## config.mk

```make
export PLATFORM = sky130hd
export DESIGN_NAME = evt_timer
export DESIGN_NICKNAME = d
export VERILOG_FILES = /design/src/rtl/evt_timer_pkg.sv /design/src/rtl/evt_timer_sync.sv /design/src/rtl/evt_timer_ctrl.sv /design/src/rtl/evt_timer_dp.sv /design/src/rtl/evt_timer.sv
export SDC_FILE = /design/constraint.sdc
export NUM_CORES = 1
export LEC_CHECK = 0
export BUFFER_PORTS_ARGS = -buffer_cell sky130_fd_sc_hd__buf_2
export CAP_MARGIN = 30
export CORE_ASPECT_RATIO = 2
export CORE_MARGIN = 3
export CORE_UTILIZATION = 56
export CTS_CLUSTER_DIAMETER = 150
export CTS_CLUSTER_SIZE = 8
export DETAILED_ROUTE_END_ITERATION = 10
export PLACE_DENSITY_LB_ADDON = 0.08
export SYNTH_ARGS = -nofsm -noshare
export SYNTH_HDL_FRONTEND = slang
export SYNTH_SLANG_ARGS = --single-unit
```

## constraint.sdc

```tcl
create_clock -name clk -period 3.7 [get_ports clk]
set_clock_uncertainty 0.2 [all_clocks]
set_input_delay 0.555 -clock clk [delete_from_list [all_inputs] [get_ports clk]]
set_output_delay 0.555 -clock clk [all_outputs]
set_load 0.02 [all_outputs]
```

## src/rtl/evt_timer_pkg.sv

```systemverilog
package evt_timer_pkg;

  typedef enum logic [1:0] {
    KIND_HIGH     = 2'b00,
    KIND_RISE     = 2'b01,
    KIND_EDGE     = 2'b10,
    KIND_HIGH_ALT = 2'b11
  } evtKind_e;

  // strobes from control to datapath
  typedef struct packed {
    logic tickLoadOne;
    logic tickAdvance;
    logic zCapture;
    logic flagPulse;
  } dpStrobe_t;

endpackage

```

## src/rtl/evt_timer_sync.sv

```systemverilog
module evt_timer_sync
  import evt_timer_pkg::*;
#(
  parameter int SYNC_STAGES = 2
) (
  input  logic     clk,
  input  logic     pinIn,
  input  evtKind_e kindSel,
  output logic     evtHit
);

  localparam int LAST = SYNC_STAGES - 1;

  logic [LAST:0] shQ;
  logic          prevQ;
  logic          lvl;

  generate
    if (SYNC_STAGES < 2) begin : g_bad
      initial $error("SYNC_STAGES must be at least 2");
    end
  endgenerate

  always_ff @(posedge clk) begin
    shQ   <= {shQ[LAST-1:0], pinIn};
    prevQ <= shQ[LAST];
  end

  assign lvl = shQ[LAST];

  always_comb begin
    unique case (kindSel)
      KIND_RISE: evtHit = lvl & ~prevQ;
      KIND_EDGE: evtHit = lvl ^ prevQ;
      default:   evtHit = lvl;
    endcase
  end

endmodule

```

## src/rtl/evt_timer_ctrl.sv

```systemverilog
module evt_timer_ctrl
  import evt_timer_pkg::*;
#(
  parameter int XW = 32
) (
  input  logic          clk,
  input  logic          rstHeld,
  input  logic          timeoutMode,
  input  logic [XW-1:0] xLimit,
  input  logic          evtHit,
  output dpStrobe_t     strobe
);

  localparam logic [XW-1:0] ONE_X = XW'(1);

  logic [XW-1:0] xEff;
  logic [XW-1:0] evtCntQ;
  logic [XW-1:0] winCntQ;
  logic          doneQ;
  logic          lastEvt;
  logic          winEnd;

  assign xEff    = (xLimit == '0) ? ONE_X : xLimit;
  assign lastEvt = evtHit && ((evtCntQ + ONE_X) == xEff);
  assign winEnd  = (winCntQ + ONE_X) == xEff;

  always_comb begin
    strobe = '0;
    if (rstHeld) begin
      strobe.tickLoadOne = 1'b1;
    end else if (timeoutMode) begin
      if (evtHit) begin
        strobe.tickLoadOne = 1'b1;
      end else begin
        strobe.tickAdvance = 1'b1;
        strobe.flagPulse   = winEnd;
      end
    end else if (!doneQ) begin
      if (lastEvt) begin
        strobe.zCapture  = 1'b1;
        strobe.flagPulse = 1'b1;
      end else begin
        strobe.tickAdvance = 1'b1;
      end
    end
  end

  always_ff @(posedge clk) begin
    if (rstHeld) begin
      evtCntQ <= '0;
      winCntQ <= '0;
      doneQ   <= 1'b0;
    end else if (timeoutMode) begin
      if (evtHit || winEnd) winCntQ <= '0;
      else                  winCntQ <= winCntQ + ONE_X;
    end else if (!doneQ) begin
      if (lastEvt)     doneQ   <= 1'b1;
      else if (evtHit) evtCntQ <= evtCntQ + ONE_X;
    end
  end

  // timeout window counter never reaches the programmed length
  p_win_bound_r6: assert property (@(posedge clk) disable iff (rstHeld)
    timeoutMode |-> (winCntQ < xEff));

  // events counted so far stay below the target until capture
  p_evt_bound_r4: assert property (@(posedge clk) disable iff (rstHeld)
    !timeoutMode |-> (evtCntQ < xEff));

  // once captured, no more strobes until reset
  p_idle_after_done_r3: assert property (@(posedge clk) disable iff (rstHeld)
    (!timeoutMode && doneQ) |-> (strobe == '0));

endmodule

```

## src/rtl/evt_timer_dp.sv

```systemverilog
module evt_timer_dp
  import evt_timer_pkg::*;
#(
  parameter int               CNT_W   = 32,
  parameter logic [CNT_W-1:0] SAT_CAP = {1'b1, {(CNT_W-1){1'b0}}}
) (
  input  logic             clk,
  input  logic             rstHeld,
  input  logic             timeoutMode,
  input  dpStrobe_t        strobe,
  output logic [CNT_W-1:0] zOut,
  output logic             inFlag
);

  localparam logic [CNT_W-1:0] ONE_C = CNT_W'(1);

  logic [CNT_W-1:0] tickQ;
  logic [CNT_W-1:0] tickSat;
  logic [CNT_W-1:0] zCapQ;
  logic             flagQ;

  assign tickSat = (tickQ >= SAT_CAP) ? SAT_CAP : (tickQ + ONE_C);

  always_ff @(posedge clk) begin
    if (strobe.tickLoadOne)      tickQ <= ONE_C;
    else if (strobe.tickAdvance) tickQ <= tickSat;
  end

  always_ff @(posedge clk) begin
    if (rstHeld)              zCapQ <= '0;
    else if (strobe.zCapture) zCapQ <= tickQ;
  end

  always_ff @(posedge clk) begin
    flagQ <= strobe.flagPulse;
  end

  assign zOut   = timeoutMode ? tickQ : zCapQ;
  assign inFlag = flagQ;

  // reset parks the tick counter at one
  p_hold_one_r1: assert property (@(posedge clk)
    rstHeld |=> (tickQ == ONE_C));

  // elapsed-mode flag lasts a single cycle
  p_flag_single_r3: assert property (@(posedge clk) disable iff (rstHeld)
    (!timeoutMode && flagQ) |=> !flagQ);

  // captured value holds after the capture
  p_zcap_hold_r3: assert property (@(posedge clk) disable iff (rstHeld)
    (!timeoutMode && flagQ) |=> $stable(zCapQ));

  // tick count never passes the ceiling
  p_sat_cap_r8: assert property (@(posedge clk) disable iff (rstHeld)
    tickQ <= SAT_CAP);

  // once saturated, it stays saturated while only advancing
  p_sat_stay_r8: assert property (@(posedge clk) disable iff (rstHeld)
    (tickQ == SAT_CAP && strobe.tickAdvance) |=> (tickQ == SAT_CAP));

  // an event in watchdog mode reloads one and raises no flag
  p_evt_reload_r7: assert property (@(posedge clk) disable iff (rstHeld)
    (timeoutMode && strobe.tickLoadOne) |=> (tickQ == ONE_C && !flagQ));

endmodule

```

## src/rtl/evt_timer.sv

```systemverilog
module evt_timer
  import evt_timer_pkg::*;
#(
  parameter int               CNT_W   = 32,
  parameter int               XW      = 32,
  parameter int               SYNC_STAGES = 2,
  parameter logic [CNT_W-1:0] SAT_CAP = {1'b1, {(CNT_W-1){1'b0}}}
) (
  input  logic             clk,
  input  logic             pinRst,
  input  logic             sigIn,
  input  logic [XW-1:0]    xParam,
  input  logic [2:0]       cfgSel,
  output logic [CNT_W-1:0] zOut,
  output logic             inFlag
);

  logic      evtHit;
  logic      timeoutMode;
  evtKind_e  kindSel;
  dpStrobe_t strobe;

  assign timeoutMode = cfgSel[2];
  assign kindSel     = evtKind_e'(cfgSel[1:0]);

  evt_timer_sync #(.SYNC_STAGES(SYNC_STAGES)) u_sync (
    .clk     (clk),
    .pinIn   (sigIn),
    .kindSel (kindSel),
    .evtHit  (evtHit)
  );

  evt_timer_ctrl #(.XW(XW)) u_ctrl (
    .clk         (clk),
    .rstHeld     (pinRst),
    .timeoutMode (timeoutMode),
    .xLimit      (xParam),
    .evtHit      (evtHit),
    .strobe      (strobe)
  );

  evt_timer_dp #(.CNT_W(CNT_W), .SAT_CAP(SAT_CAP)) u_dp (
    .clk         (clk),
    .rstHeld     (pinRst),
    .timeoutMode (timeoutMode),
    .strobe      (strobe),
    .zOut        (zOut),
    .inFlag      (inFlag)
  );

endmodule

```

# == After elaboration in Yosys (flattened, before gate mapping) ==
# Index checks and enable logic that the tools add are counted.
# totals
ff_bits,133
output_inout_bits,33
elab_cells,45
inputBits,38
# classes
add_sub_neg,3
bitwise,6
eq_ne,4
reduce_logical,4
muxes,19
magnitude_cmp,1
# ops
operator,n
$mux W32,4
$add A32 B1 Y32 const B,3
$eq A32 B32 Y1,2
$ge A32 B32 Y1 const B,1
$logic_not A32 Y1,1
$mux W1,11
$mux W3,2
$not A1 Y1,4
$reduce_and A4 Y1,1
$eq A2 B1 Y1 const B,1
$eq A2 B2 Y1 const B,1
$mux W2,1
$pmux W1 S2,1
$and A1 B1 Y1,1
$logic_and A1 B1 Y1,1
$logic_or A1 B1 Y1,1
$xor A1 B1 Y1,1

# == Logic depth before layout (Yosys ltp) ==
# Gate-level depths: netlist of the first run.
# depth
word_depth,8
depth_mapped,13
depth_no_buf,11

# == Cells and area by module ==
# A second synthesis of the first run with hierarchy kept.
# hier_totals
hier_cells,1094
area_unflattened_um2,8725.9
# by_module_without_submodules
mod,n_inst,area_per_inst_um2,cells_per_inst
evt_timer_ctrl,1,5554.1,758
evt_timer_dp,1,3036.7,322
evt_timer_sync,1,135.1,14

# == Least setup slack after synthesis of the first run ==
# No wires, ideal clock.
# synth_timing
path_type,flip-flop to flip-flop
start,register u_ctrl.evtCntQ[0]
end,register u_dp.zCapQ[31]
setup_time_ns,0.128
path_slack_ns,0.228
period_less_slack_ns,3.472
arrival_time_ns,3.144
path_stages_with_launch,13
t_required_ns,3.372
cell_sequence,dfxtp_1 ha_1 nand3_1 buf_2 or4b_2 a31oi_1 nor2_1 nor4_1 nand4b_1 nor4_2 buf_4 mux2i_1 nor2_1
# synth_via
elab_chain_cells,7
# synth_lines
item,line_no,text
start: declaration,evt_timer_ctrl.sv:17,logic [XW-1:0] evtCntQ;
start signal: assignment,evt_timer_ctrl.sv:58,else if (evtHit) evtCntQ <= evtCntQ + ONE_X;
$add A32 B1 Y32,evt_timer_ctrl.sv:24,assign lastEvt = evtHit && ((evtCntQ + ONE_X) == xEff);
$eq A32 B32 Y1,evt_timer_ctrl.sv:24,
$logic_and A1 B1 Y1,evt_timer_ctrl.sv:24,
$mux W2,evt_timer_ctrl.sv:39,if (lastEvt) begin
$mux W3,evt_timer_ctrl.sv:38,end else if (!doneQ) begin
$mux W1,evt_timer_ctrl.sv:31,end else if (timeoutMode) begin
$mux W3,evt_timer_ctrl.sv:29,if (rstHeld) begin
end signal: assignment,evt_timer_dp.sv:31,else if (strobe.zCapture) zCapQ <= tickQ;
end: declaration,evt_timer_dp.sv:19,logic [CNT_W-1:0] zCapQ;
# Every way passes these cells.
# A chain may end at the register's enable or synchronous reset.

# == Worst setup path in the final report of the first run ==
# layout_timing
start,register u_ctrl.evtCntQ[0]
end,register u_dp.zCapQ[13]
# The elaborated chain is that of the path after synthesis.

==> flow_summary_export.csv, run 1 <==
group,metric,value,unit
clocking,cts_max_level,4,
die,die_y,188,um
placed_design,io_buffers,70,
global_routing,grt_pass1_wl,45.9,mm
global_routing,grt_pass1_vias,9214,
sta,finalCritPeriodShare,102,%
sta,fin_ws,-0.0791,ns
critical_path,crit_path_start_kind,"flop",
clocking,clock_latency,0.43,ns
die,core_area,0.0160,sq mm
clocking,cts_tree,"done",
synthesis,ys_ff_latch,133,
synthesis,synth_top_cell_area_share,28.7,%
detailed_routing,detail_route.wl_per_cell,19.7,um
synthesis,yosysUniqueCellTypes,86,
detailed_routing,drcViolationCount,0,
detailed_routing,dr.pass1.iters,5,
synthesis,async_reset_ff_share,0,%
detailed_routing,postRouteAntennaNets,0,
clocking,numCtsBuffers,17,
synthesis,ys.warnings.count,0,
cells_and_area,drive_gt1_share,31.0,%
synthesis,syn_area,0.00926,sq mm
die,rows,65,
synthesis,synth_fp_nets,1160,
clocking,clockBufferDepth,2,
clocking,path_clk_slew,0.06,ns
sta,slew_headroom,50.3,%
placed_design,placedCellCount,1453,
critical_path,path_delay_family,"simple AND/OR/NAND/NOR gates",
critical_path,crit_path_cell_trace,"ha_2, nand3_2, buf_4, nor4_1, xnor2_1, nor3_1, nor4bb_2, nand4b_1, buf_4, nor4_4, clkbuf_16, mux2i_1, nor2_1",
synthesis,yosysTopAreaCell,"dfxtp_1",
detailed_routing,drt-initial-drc-count,554,
detailed_routing,via_count,9410,
die,dieWidth,96.9,um
critical_path,cp.arrival,3.88,ns
critical_path,timing.critical_path.buf_inv,3,
die,start_util,57.8,%
clocking,cts_hold_buf,0,
global_routing,antenna_found_initial,0,
placed_design,dpl_cell_area,0.0107,sq mm
pwr,irDropWorstVdd,0.000350,V
flow_run,drv_cap,0,
global_routing,grt_max_degree,53,
global_routing,grt.overflow.total,0,
hold_path,hold_class,"primary input to flop",
cells_and_area,final_area,0.0115,sq mm
synthesis,syn-instance-count,1115,
sta,finalSetupViolCount,32,
status,status,"finished with violations",
synthesis,ys_top_cells_by_area,"dfxtp_1 29%, mux2_2 5.8%, xnor2_1 4.7%",
critical_path,crit_top_cell,"buf_4",
cells_and_area,area_delta_synth_final,24.6,%
pwr,p_leak,0.00437,uW
critical_path,worstSetupPathType,"flop to flop",
sta,slew_viol_final,0,
clocking,root_buffer,"clkbuf_16",
status,violations,"setup timing",
critical_path,crit_slowest_cell,"nor4_1",
cells_and_area,antenna_cells,0,
die,die-area,0.0182,sq mm
synthesis,syn_area_per_cell,8.31,sq um
sta,worst_pin_slew,0.739,ns
placed_design,gp_congestion,0.978,
sta,hold_viol,0,
synthesis,synth_edf_count,0,
synthesis,post-synth-top-count-cell,"dfxtp_1",
cells_and_area,final_cell_count_no_fill,1497,
sta,max_freq,265,MHz
critical_path,end_kind,"flop",
sta,hold_ws,0.0252,ns
die,num_io_pins,71,
detailed_routing,viasPerCell,6.29,
sta,period_minus_slack,3.78,ns
synthesis,synth_ff_type,"dfxtp_1",
global_routing,grt_usage,31.2,%
detailed_routing,wl,29.4,mm
synthesis,ys_seq_area_share,28.7,%
critical_path,worst_path_largest_cell_delay,0.46,ns
pwr,p_per_area,307,mW/mm^2
clocking,cts.sinks,133,
cells_and_area,fin_nets,1328,
cells_and_area,finish.utilization,72.0,%
synthesis,synth_common_cells,"133 x dfxtp_1, 93 x nor2_1, 71 x nand2_1",
placed_design,dp_hpwl,21.8,mm
critical_path,worstPathMaxFanout,8,
sta,rsz0062_at_grt,"true",
critical_path,required,3.80,ns
[layout by cell type (no fill, tap or decap), drive strengths merged, types with 6 or more instances in the layout]
| master | n |
|---|---|
| nand2b | 8 |
| or3 | 12 |
| or4b | 7 |
| buf | 228 |
| nand2 | 71 |
| nor3b | 7 |
| mux2 | 48 |
| nor4b | 8 |
| nor3 | 29 |
| or2 | 6 |
| o21ai | 36 |
| o31ai | 24 |
| inv | 34 |
| a31oi | 10 |
| dfxtp | 133 |
| nor4 | 34 |
| or4 | 26 |
| and2 | 9 |
| and4 | 9 |
| xor2 | 35 |
| nor2b | 20 |
| and3 | 12 |
| nand3b | 10 |
| xnor2 | 50 |
| mux2i | 37 |
| nand3 | 49 |
| nand4b | 9 |
| nand4 | 51 |
| a21o | 14 |
| ha | 7 |
| o311ai | 10 |
| a21oi | 58 |
| clkbuf | 22 |
| nor2 | 93 |
[flip-flops by register name, summed over array words and instances, names as in the netlist]
register        flops
u_dp.inFlag         1
u_dp.tickQ         32
u_ctrl.winCntQ     32
u_dp.zCapQ         32
u_sync.prevQ        1
u_ctrl.doneQ        1
u_sync.shQ          2
u_ctrl.evtCntQ     32
[layout make-up]
class	count	area, sq um
multi-input combinational	869	6210
timing repair buffer	230	1700
tap	201	251
fill	1334	4480
inverter	32	120
clock inverter	11	125
sequential	133	2670
clock buffer	21	460
[metal layers]
layer  vias to the layer above  part of all wire [%]  track usage, %
li1                       4470                     -               -
met1                      4446                    34            30.4
met2                       352                    54            57.8
met3                       142                   3.7            4.36
met4                         0                   8.1            24.4
met5                         -                     0               0
[metrics by stage]
step,setup WS (ns),TNS [ns],power [uW]
after floorplan,0.228,0,1680
after global placement,-0.0642,-0.0642,1840
after detailed placement,-0.214,-0.286,1840
after CTS,0.00257,0,3550
after global routing,-0.163,-4.35,3640
final,-0.0791,-1.45,3540
[where the power goes]
part           internal [uW]  total [uW]  leakage, uW  switching (uW)
registers               1440        1450      0.00108            11.6
logic                    148         369      0.00301             221
clock network           1030        1720     0.000284             688
[logic make-up after synthesis]
group	Yosys count	synth area share, %
and+or+nand+nor	479	29.9
AOI/OAI and AO/OA	213	17.1
DFF	133	28.7
buffers and inverters	113	5.47
xor gates and xnor gates	85	8.04
muxes	85	9.84
adders and majority gates	7	0.946
[worst paths after layout]
check / start / to / slack [ns] / cells past startpoint
setup / recovery: u_ctrl.evtCntQ[0]$_SDFFE_PP0P_ / u_dp.zCapQ[13]$_SDFFE_PP0P_ / -0.08 / 13
hold / removal: sigIn / u_sync.shQ[0]$_DFF_P_ / 0.03 / 1
setup reg to reg: u_ctrl.evtCntQ[0]$_SDFFE_PP0P_ / u_dp.zCapQ[13]$_SDFFE_PP0P_ / -0.08 / 13
hold reg to reg: u_sync.shQ[0]$_DFF_P_ / u_sync.shQ[1]$_DFF_P_ / 0.13 / 0
[timing repair]
action / in CTS / in global routing
gates resized for setup: 0 / 27
setup endpoints to repair: 0 / 65
setup buffers: 0 / 9
Power figures use the tool's default switching activity.
==> run 2, diff against run 1 <==
- CAP_MARGIN: 30 -> unset
- CTS_BUF_LIST: unset -> sky130_fd_sc_hd__clkbuf_16
==> run 2 against run 1 <==
Against the previous run:
- the flow now finishes without violations
- register-to-register slack better by 0.20 ns
- maximum frequency up 5.5%
- critical path depth up 2
- first-iteration DRC count up 5.2%
- cell area down 0.23%
- sequential share of layout area about the same
- global-route usage down 0.095 points
- clock power down 3%
- non-clock buffer count down 1
- cell count about the same
- sequential power about the same
==> flow_summary_export.csv, run 2 (synthesis gave the netlist of run 1 again) <==
group,metric,value,unit
placed_design,placedCellCount,1453,
clocking,root_buffer,"clkbuf_16",
global_routing,grt_usage,31.2,%
detailed_routing,postRouteAntennaNets,0,
sta,finalCritPeriodShare,96.8,%
cells_and_area,layout_common_cells,"147 x buf_4, 127 x dfxtp_1, 93 x nor2_1, 70 x nand2_1, 70 x buf_2",
critical_path,worstPathMaxFanout,9,
pwr,irDropWorstVdd,0.000322,V
pwr,p_sw,917,uW
clocking,clockBufferDepth,2,
sta,slew_headroom,51.0,%
die,num_io_pins,71,
critical_path,required,3.87,ns
detailed_routing,viasPerCell,6.32,
pwr,clockPowerShare,47.8,%
cells_and_area,area.sequential,0.00267,sq mm
sta,period_minus_slack,3.58,ns
cells_and_area,area_delta_synth_final,24.3,%
pwr,p_int,2570,uW
global_routing,grt_pass1_wl,45.7,mm
cells_and_area,final_cell_count_no_fill,1496,
die,die-area,0.0182,sq mm
pwr,p_per_area,303,mW/mm^2
sta,max_freq,279,MHz
detailed_routing,drcViolationCount,0,
critical_path,end_kind,"flop",
global_routing,antenna_found_initial,0,
critical_path,cp.arrival,3.75,ns
flow_run,drv_cap,0,
critical_path,worst_path_largest_cell_delay,0.63,ns
critical_path,crit_top_cell,"buf_4",
die,rows,65,
die,start_util,57.8,%
cells_and_area,antenna_cells,0,
pwr,p_leak,0.00434,uW
critical_path,crit_path_cell_trace,"buf_4, nand4_1, buf_4, o311ai_0, a21boi_0, buf_4, a211oi_1, nand4_1, nor4_2, buf_4, a21o_1, buf_12, buf_4, or4b_2, a21oi_2",
sta,tns,0,ns
die,dieWidth,96.9,um
pwr,total_power,3490,uW
detailed_routing,drt-initial-drc-count,583,
sta,worst_pin_slew,0.728,ns
critical_path,path_delay_family,"buffers and inverters",
critical_path,worstSetupPathType,"flop to flop",
placed_design,dpl_cell_area,0.0107,sq mm
global_routing,grt.overflow.total,0,
clocking,path_clk_slew,0.06,ns
cells_and_area,fillers,1337,
sta,finalSetupViolCount,0,
hold_path,hold_class,"primary input to flop",
detailed_routing,via_count,9450,
sta,hold_viol,0,
pwr,comb_power_share,10.6,%
clocking,numCtsBuffers,17,
cells_and_area,final_area,0.0115,sq mm
global_routing,top_usage_layer,"met2",
cells_and_area,layout_commonest_cell,"buf_4",
clocking,cts_tree,"done",
global_routing,grt_max_degree,53,
global_routing,use_met3,4.24,%
clocking,cts_max_level,4,
critical_path,crit_slowest_cell,"or4b_2",
global_routing,grt_use_met1,30.3,%
global_routing,grt_pass1_vias,9193,
cells_and_area,fin_nets,1327,
placed_design,gp_congestion,0.978,
detailed_routing,wl,29.4,mm
die,core_area,0.0160,sq mm
critical_path,timing.critical_path.buf_inv,6,
cells_and_area,drive_gt1_share,30.8,%
cells_and_area,multi_input_area,0.00622,sq mm
pwr,p_seq_share,41.7,%
sta,slew_viol_final,0,
clocking,cts.sinks,133,
pwr,switching_share,26.3,%
detailed_routing,detail_route.wl_per_cell,19.7,um
status,status,"complete, no violations",
die,die_y,188,um
placed_design,dp_hpwl,21.8,mm
global_routing,met2_usage,58.0,%
clocking,clock_latency,0.43,ns
critical_path,crit_path_start_kind,"flop",
placed_design,io_buffers,70,
detailed_routing,dr.pass1.iters,5,
==> run 2: changes by cell type in the layout (fill, tap and decap cells not counted), sizes merged <==
cell	delta
clkbuf	-4
clkinv	+2
dlymetal6s2s	-1
inv	+2
==> run 2: layout make-up <==
cell class / instances / area share (%)
clock inverters: 15 / 1.22
flip-flops and latches: 133 / 23.2
repair buffers: 229 / 14.7
inverters: 32 / 1.04
multi-input cells: 869 / 54.0
well taps: 201 / 2.18
clock buffers: 17 / 3.69
==> run 2: routing by layer <==
metal  vias up  share of wire (%)
met5         -                  0
met4         0                8.1
met3       153                3.8
met2       350                 54
met1      4472                 34
li1       4475                  -
==> run 2: repair_timing <==
item | CTS | global route
hold buffers | 0 | 0
gates resized for setup | 0 | 27
setup endpoints to repair | 0 | 64
buffers inserted | 0 | 9
==> run 2: power by group through the flow <==
stage / Clock (uW) / Combinational (uW) / Sequential [uW]
2_1_floorplan: 0 / 201 / 1480
3_3_place_gp: 0 / 357 / 1480
3_5_place_dp: 0 / 359 / 1480
4_1_cts: 1680 / 362 / 1450
5_1_grt: 1740 / 395 / 1450
6_report: 1670 / 368 / 1450
==> run 2: stage by stage <==
stage          hold slack, ns  setup slack [ns]  utilization (%)
3_3_place_gp            0.112           -0.0642             67.0
5_1_grt                0.0146           -0.0183             71.9
2_1_floorplan           0.110             0.228                -
6_report               0.0236             0.117             71.9
3_5_place_dp            0.114            -0.214             67.0
4_1_cts                0.0168           0.00230             70.6
==> run 2: worst paths after layout <==
path | start | endpoint | slack, ns | cells after the start
setup / recovery | u_ctrl.evtCntQ[0]$_SDFFE_PP0P_ | u_dp.tickQ[4]$_SDFFE_PP0P_ | 0.12 | 15
hold / removal | sigIn | u_sync.shQ[0]$_DFF_P_ | 0.02 | 1
setup reg to reg | u_ctrl.evtCntQ[0]$_SDFFE_PP0P_ | u_dp.tickQ[4]$_SDFFE_PP0P_ | 0.12 | 15
hold reg to reg | u_sync.shQ[0]$_DFF_P_ | u_sync.shQ[1]$_DFF_P_ | 0.13 | 0
